**src/rtl/aclink_pkg.sv**
```systemverilog
package aclink_pkg;

    typedef enum logic [1:0] {
        SLP_S0  = 2'd0,
        SLP_S1  = 2'd1,
        SLP_S3  = 2'd2,
        SLP_S45 = 2'd3
    } sleep_e;

    typedef struct packed {
        logic sync;
        logic sdout;
        logic pd;
    } pin_drv_t;

    // Deep states hold the codec in reset.
    function automatic logic link_deep(input sleep_e s);
        return (s == SLP_S3) || (s == SLP_S45);
    endfunction

    // Any state other than running quiets the link.
    function automatic logic link_asleep(input sleep_e s);
        return s != SLP_S0;
    endfunction

    // Pulse length in clocks, never below two.
    function automatic int unsigned us_to_cycles(input int unsigned hz, input int unsigned us);
        int unsigned c;
        c = (hz / 1_000_000) * us;
        return (c < 2) ? 2 : c;
    endfunction

endpackage

```
**src/rtl/aclink_bclk_det.sv**
```systemverilog
module aclink_bclk_det #(
    parameter int unsigned TMO = 32
) (
    input  logic clk,
    input  logic rst,
    input  logic bclk_in,
    input  logic mask,
    output logic run
);
    localparam int unsigned CW = $clog2(TMO + 1);
    localparam logic [CW-1:0] LAST = CW'(TMO - 1);

    logic [2:0]    shr;       // [0],[1] synchronizer, [2] previous
    logic          toggled;
    logic [CW-1:0] idle_cnt;

    assign toggled = shr[1] ^ shr[2];

    always_ff @(posedge clk) begin
        if (rst) begin
            shr      <= '0;
            idle_cnt <= '0;
            run      <= 1'b0;
        end else begin
            shr <= {shr[1:0], bclk_in};
            if (mask) begin
                idle_cnt <= '0;
                run      <= 1'b0;
            end else if (toggled) begin
                idle_cnt <= '0;
                run      <= 1'b1;
            end else if (idle_cnt == LAST) begin
                run      <= 1'b0;
            end else begin
                idle_cnt <= idle_cnt + 1'b1;
            end
        end
    end

    AST_MASK_STOPS_RUN: assert property (@(posedge clk) disable iff (rst)
        mask |=> !run);

endmodule

```
**src/rtl/aclink_rst_seq.sv**
```systemverilog
module aclink_rst_seq
    import aclink_pkg::*;
#(
    parameter int unsigned PULSE_CYC = 250
) (
    input  logic   clk,
    input  logic   rst,
    input  sleep_e sleep,
    input  logic   sw_cold_n,
    input  logic   warm_req,
    input  logic   bclk_run,
    output logic   rst_n_q,
    output logic   warm_busy,
    output logic   warm_hold,
    output logic   warm_err
);
    localparam int unsigned CW = $clog2(PULSE_CYC);
    localparam logic [CW-1:0] LAST = CW'(PULSE_CYC - 1);

    logic [CW-1:0] cold_cnt, cold_cnt_d;
    logic [CW-1:0] warm_cnt;
    logic          force_low, rst_n_d, abort, accept;

    always_comb begin
        force_low  = link_deep(sleep) || !sw_cold_n;
        rst_n_d    = !force_low && (rst_n_q || (cold_cnt == LAST));
        cold_cnt_d = rst_n_q ? '0 : ((cold_cnt == LAST) ? cold_cnt : cold_cnt + 1'b1);
        abort      = link_asleep(sleep) || !rst_n_q;
        accept     = warm_req && !warm_busy && !bclk_run && !abort;
        warm_hold  = !abort && (accept || (warm_busy && (warm_cnt != LAST)));
    end

    always_ff @(posedge clk) begin
        if (rst) begin
            rst_n_q   <= 1'b0;
            cold_cnt  <= '0;
            warm_busy <= 1'b0;
            warm_cnt  <= '0;
            warm_err  <= 1'b0;
        end else begin
            rst_n_q   <= rst_n_d;
            cold_cnt  <= cold_cnt_d;
            warm_busy <= warm_hold;
            warm_cnt  <= warm_busy ? warm_cnt + 1'b1 : '0;
            if (accept)
                warm_err <= 1'b0;
            else if (warm_req && bclk_run)
                warm_err <= 1'b1;
        end
    end

    AST_COLD_LEVEL: assert property (@(posedge clk) disable iff (rst)
        !sw_cold_n |=> !rst_n_q);
    AST_DEEP_HOLD: assert property (@(posedge clk) disable iff (rst)
        link_deep(sleep) |=> !rst_n_q);
    AST_WARM_REFUSED: assert property (@(posedge clk) disable iff (rst)
        (warm_req && bclk_run) |=> (warm_err && !warm_busy));

endmodule

```
**src/rtl/aclink_wake.sv**
```systemverilog
module aclink_wake #(
    parameter int unsigned NSD = 3
) (
    input  logic           clk,
    input  logic           rst,
    input  logic [NSD-1:0] sdin,
    input  logic           bclk_run,
    input  logic           clr,
    input  logic           ie,
    output logic           wake,
    output logic           irq
);
    logic [NSD-1:0] rise_v;
    logic           wake_d;

    for (genvar g = 0; g < NSD; g++) begin : g_line
        logic [2:0] shr;  // [0],[1] synchronizer, [2] previous
        always_ff @(posedge clk) begin
            if (rst) shr <= '0;
            else     shr <= {shr[1:0], sdin[g]};
        end
        assign rise_v[g] = shr[1] && !shr[2];
    end

    assign wake_d = ((|rise_v) && !bclk_run) || (wake && !clr);

    always_ff @(posedge clk) begin
        if (rst) begin
            wake <= 1'b0;
            irq  <= 1'b0;
        end else begin
            wake <= wake_d;
            irq  <= wake_d && ie;
        end
    end

    AST_WAKE_STICKY: assert property (@(posedge clk) disable iff (rst)
        (wake && !clr) |=> wake);
    AST_IRQ_OFF: assert property (@(posedge clk) disable iff (rst)
        !ie |=> !irq);

endmodule

```
**src/rtl/aclink_pwr_ctl.sv**
```systemverilog
module aclink_pwr_ctl
    import aclink_pkg::*;
#(
    parameter int unsigned CLK_HZ   = 250_000_000,
    parameter int unsigned PULSE_US = 1,
    parameter int unsigned BCLK_TMO = 32,
    parameter int unsigned NSD      = 3
) (
    input  logic           clk,
    input  logic           rst,
    input  logic [1:0]     sleep_st,
    input  logic           sw_cold_n,
    input  logic           sw_warm_req,
    input  logic           sw_link_off,
    input  logic           sw_wake_ie,
    input  logic           sw_wake_clr,
    input  logic           frame_sync,
    input  logic           frame_sdout,
    input  logic           bclk_in,
    input  logic [NSD-1:0] sdin,
    output logic           link_rst_n,
    output logic           link_sync,
    output logic           link_sdout,
    output logic           pd_en,
    output logic           st_bclk_run,
    output logic           st_warm_busy,
    output logic           st_warm_err,
    output logic           st_wake,
    output logic           irq
);
    localparam int unsigned PULSE_CYC = us_to_cycles(CLK_HZ, PULSE_US);

    sleep_e   slp;
    logic     warm_hold;
    pin_drv_t drv_q, drv_d;

    assign slp = sleep_e'(sleep_st);

    aclink_rst_seq #(.PULSE_CYC(PULSE_CYC)) u_seq (
        .clk       (clk),
        .rst       (rst),
        .sleep     (slp),
        .sw_cold_n (sw_cold_n),
        .warm_req  (sw_warm_req),
        .bclk_run  (st_bclk_run),
        .rst_n_q   (link_rst_n),
        .warm_busy (st_warm_busy),
        .warm_hold (warm_hold),
        .warm_err  (st_warm_err)
    );

    aclink_bclk_det #(.TMO(BCLK_TMO)) u_bclk (
        .clk     (clk),
        .rst     (rst),
        .bclk_in (bclk_in),
        .mask    (warm_hold),
        .run     (st_bclk_run)
    );

    aclink_wake #(.NSD(NSD)) u_wake (
        .clk      (clk),
        .rst      (rst),
        .sdin     (sdin),
        .bclk_run (st_bclk_run),
        .clr      (sw_wake_clr),
        .ie       (sw_wake_ie),
        .wake     (st_wake),
        .irq      (irq)
    );

    always_comb begin
        drv_d.sync  = !link_asleep(slp) && (warm_hold || frame_sync);
        drv_d.sdout = !link_asleep(slp) && !warm_hold && frame_sdout;
        drv_d.pd    = sw_link_off;
    end

    always_ff @(posedge clk) begin
        if (rst) drv_q <= '0;
        else     drv_q <= drv_d;
    end

    assign link_sync  = drv_q.sync;
    assign link_sdout = drv_q.sdout;
    assign pd_en      = drv_q.pd;

    AST_PLAT_RST_LOW: assert property (@(posedge clk)
        rst |=> (!link_rst_n && !link_sync && !link_sdout));
    AST_SLEEP_QUIET: assert property (@(posedge clk) disable iff (rst)
        (sleep_st != 2'd0) |=> (!link_sync && !link_sdout));
    AST_PD_OFF: assert property (@(posedge clk) disable iff (rst)
        !sw_link_off |=> !pd_en);
    AST_NO_BCLK_IN_PULSE: assert property (@(posedge clk) disable iff (rst)
        (st_warm_busy && link_sync) |-> !st_bclk_run);
    AST_IRQ_NEEDS_WAKE: assert property (@(posedge clk) disable iff (rst)
        irq |-> st_wake);

endmodule

```
**config.mk**
```make
export PLATFORM = sky130hd
export DESIGN_NAME = aclink_pwr_ctl
export DESIGN_NICKNAME = d
export VERILOG_FILES = /design/src/rtl/aclink_pkg.sv /design/src/rtl/aclink_bclk_det.sv /design/src/rtl/aclink_rst_seq.sv /design/src/rtl/aclink_wake.sv /design/src/rtl/aclink_pwr_ctl.sv
export SDC_FILE = /design/constraint.sdc
export NUM_CORES = 1
export LEC_CHECK = 0
export BUFFER_PORTS_ARGS = -buffer_cell sky130_fd_sc_hd__buf_2
export CAP_MARGIN = 30
export CORE_ASPECT_RATIO = 1.4
export CORE_MARGIN = 2
export CORE_UTILIZATION = 55
export CTS_BUF_LIST = sky130_fd_sc_hd__clkbuf_4
export DETAILED_ROUTE_END_ITERATION = 8
export PLACE_DENSITY = 0.76
export SLEW_MARGIN = 30
export SYNTH_ARGS = -nofsm -noshare
export SYNTH_HDL_FRONTEND = slang
export SYNTH_HIERARCHICAL = 1
export SYNTH_SLANG_ARGS = --single-unit
```
**constraint.sdc**
```tcl
create_clock -name clk -period 1.92 [get_ports clk]
set_clock_uncertainty 0.05 [all_clocks]
set_input_delay 0.384 -clock clk [delete_from_list [all_inputs] [get_ports clk]]
set_output_delay 0.384 -clock clk [all_outputs]
set_load 0.02 [all_outputs]
```
==> flow_summary.yaml <==
run_status:
  status: "completed"
clock_network:
  path_clk_slew_ns: 0.13
  cts_made_buffers: 5
  postCtsSetupRepairBufs: 0
  cts_tree: "yes"
  cts_hold_buf: 0
  cts_resized: 0
  clock_path_buffers: 2
  clock-sinks: 43
  cts_root_buf: "clkbuf_4"
  h-tree-depth: 2
  clk_latency_ns: 0.35
worst_setup_path:
  cp.required_ns: 2.12
  slowest_stage: "dfxtp_1"
  worstSetupPathType: "reg -> reg"
  crit_fanout: 6
  worst-path-buf-inv: 0
  crit_chain: "or3b_1, nor3_1, nor2_1, nand2_1, nor3_1"
  worst_setup_path_start_kind: "flop"
  end_kind: "flop"
  cpLargestDelayFamily: "simple AND/OR/NAND/NOR gates"
  max_stage_delay_ns: 0.42
  arrival_ns: 1.91
  critPathMostFrequentCell: "nor3_1"
synth:
  synth_edf_count: 0
  synth_nets: 196
  synth_async_sr_flop_share: 0
  synth_compound_area_frac: 0.0977
  ys_warn_count: 6
  avgSynthCellArea_sq_um: 9.68
  synth_cell_types: 35
  ys_seq_area_frac: 0.505
  ys_ff_latch: 43
  syn_inst: 176
  synth_xor_area_frac: 0.0411
  synth_top_family_by_area: "simple AND/OR/NAND/NOR gates"
  synthesis.area_sq_um: 1700
  synth_ff_type: "dfxtp_1"
  synthAdderAreaFrac: 0.0367
  synth_mux_area_frac: 0.0117
  synthSimpleGateAreaFrac: 0.294
pwr:
  leakage_nw: 0.732
  p_per_area_nw_per_um2: 786
  peakVddDrop_uv: 707
  pwr-share-clk: 0.308
  p_int_mw: 1.12
  power_frac_comb: 0.068
  p_seq_frac: 0.624
  switching_power_mw: 0.384
  switching_share: 0.255
routing:
  drt_iter0_markers: 27
  wl_met2_mm: 1.63
  wl_per_cell_um: 12.5
  avgViaCountPerCell: 5.40
  dr_wl_met3_um: 108
  wl_met1_mm: 1.21
  routed.top_layer: "met4"
  dr.pass1.iters: 4
  antenna_left: 0
  drc: 0
  wl_mm: 3.00
  vias: 1301
placement:
  io_buffers: 23
  post_dp_cell_area_sq_um: 1850
  hpwl_mm: 2.24
  gp_congestion: 0.729
  place_inst: 233
sta:
  fmax_ghz: 0.587
  period_minus_slack_ns: 1.70
  slew_violations: 0
  timing.final.crit_share: 0.888
  setup_viol: 0
  fin_tns_setup_ns: 0
  hold_viol_final: 0
  relSlewSlack: 0.728
  worst_slew_pin_slew_ns: 0.409
  rsz0062_at_grt: "false"
cells_and_area:
  antennaDiodeCount: 0
  area_growth_pct: 12.6
  fin_nets: 223
  final_area_sq_um: 1920
  nFillCells: 269
  drive_gt1_frac: 0.201
  stdcell_count: 241
floorplan:
  coreArea_sq_um: 2910
  die_h_um: 69.9
  io_pins: 24
  std_cell_rows: 23
  start_util: 0.586
  dieArea_sq_um: 3570
  fp.dieW_um: 51.0
global_routing:
  antenna_found_initial: 0
  grt_max_degree: 26
  grt_pass1_vias: 1256
  track_usage: 0.197
  grt-ovfl-total: 0
  grt_pass1_wl_mm: 5.32
run:
  maxCapViolations: 0
hold_path:
  hp-class: "in -> reg"
worst paths after layout:
| check | startpoint | endpoint | slack [ns] | cells after the start |
|---|---|---|---|---|
| min | sdin[2] | u_wake/g_line[2].shr[0] | 0.17 | 2 |
| max | u_seq/rst_n_q | u_bclk/idle_cnt[2] | 0.22 | 5 |
| max reg2reg | u_seq/rst_n_q | u_bclk/idle_cnt[2] | 0.22 | 5 |
| min reg2reg | u_wake/g_line[0].shr[0] | u_wake/g_line[0].shr[1] | 0.40 | 1 |
state kept, by name (all words and copies together), names as in the netlist:
signal	flops
u_wake/g_line.shr	9
u_seq/cold_cnt	8
u_seq/warm_cnt	8
u_bclk/idle_cnt	6
u_bclk/shr	3
link_sdout	1
link_sync	1
pd_en	1
u_bclk/run	1
u_seq/rst_n_q	1
u_seq/warm_busy	1
u_seq/warm_err	1
u_wake/irq	1
u_wake/wake	1
cells in the mapped netlist, types with 3 or more instances:
library cell	number	area share
nor3_1	5	0.015
nand2b_1	8	0.029
or3_1	8	0.029
xnor2_1	3	0.015
nor2b_1	10	0.037
inv_1	3	0.0066
nor4_2	3	0.022
xor2_1	5	0.026
a21oi_1	13	0.038
nand3_2	3	0.018
nand2_1	10	0.022
and2b_1	3	0.013
nand3_1	6	0.018
dfxtp_1	43	0.51
ha_1	5	0.037
o21ai_0	9	0.026
clkbuf_1	3	0.0066
nor2_1	15	0.033
cells in the final DEF, fill, tap and decap left out, types with 2 or more instances in the layout:
cell      count
inv_1         3
nor4_2        3
nor2_1       15
inv_6         2
ha_1          5
o21ai_0       9
nor2b_1      10
buf_2        23
and3b_1       2
nand2b_1      8
nand4_1       2
or3_1         8
a21boi_0      2
xnor2_1       3
dfxtp_1      43
nand2_1      10
a21oi_1      13
and2b_1       3
nand3_2       3
clkbuf_4      5
mux2i_1       2
nor3_1        5
xor2_1        5
nand3_1       6
stage by stage:
stage / setup WS (ns) / hold slack (ns) / util / power [mW]
2_1_floorplan: 0.314 / 0.361 / - / 1.02
3_3_place_gp: 0.173 / 0.364 / 0.638 / 1.06
3_5_place_dp: 0.101 / 0.369 / 0.638 / 1.06
4_1_cts: 0.214 / 0.148 / 0.660 / 1.54
5_1_grt: 0.0741 / 0.135 / 0.660 / 1.59
6_report: 0.215 / 0.171 / 0.660 / 1.51
area by class of cell:
class                      count  area, sq um  share of cell area
sequential                    43          861               0.449
multi-input combinational    127          821               0.428
timing repair buffer          23          115              0.0600
tap                           37         46.3              0.0241
clock buffer                   5         37.5              0.0196
clock inverter                 3         26.3              0.0137
inverter                       3         11.3             0.00587
metal layers:
metal,vias to the layer above,track usage
met3,5,0.0620
met5,-,0
met2,17,0.333
met1,614,0.220
li1,665,-
met4,0,0.0871
power by group through the flow:
| stage | clock, mW | sequential, mW | combinational (mW) |
|---|---|---|---|
| floorplan | 0 | 0.966 | 0.0563 |
| global placement | 0 | 0.959 | 0.0976 |
| detailed placement | 0 | 0.961 | 0.104 |
| CTS | 0.491 | 0.941 | 0.104 |
| global route | 0.524 | 0.947 | 0.117 |
| finish | 0.464 | 0.941 | 0.103 |
cells by family (layout without fill, tap and decap cells):
family	after synthesis	in the layout
AO/OA/AOI/OAI	29	29
XOR/XNOR	8	8
adder cells (fa/ha/maj)	5	5
buffers and inverters	6	34
flip-flops	43	43
multiplexers	2	2
AND/OR/NAND/NOR	83	83
Power figures use the tool's default switching activity.
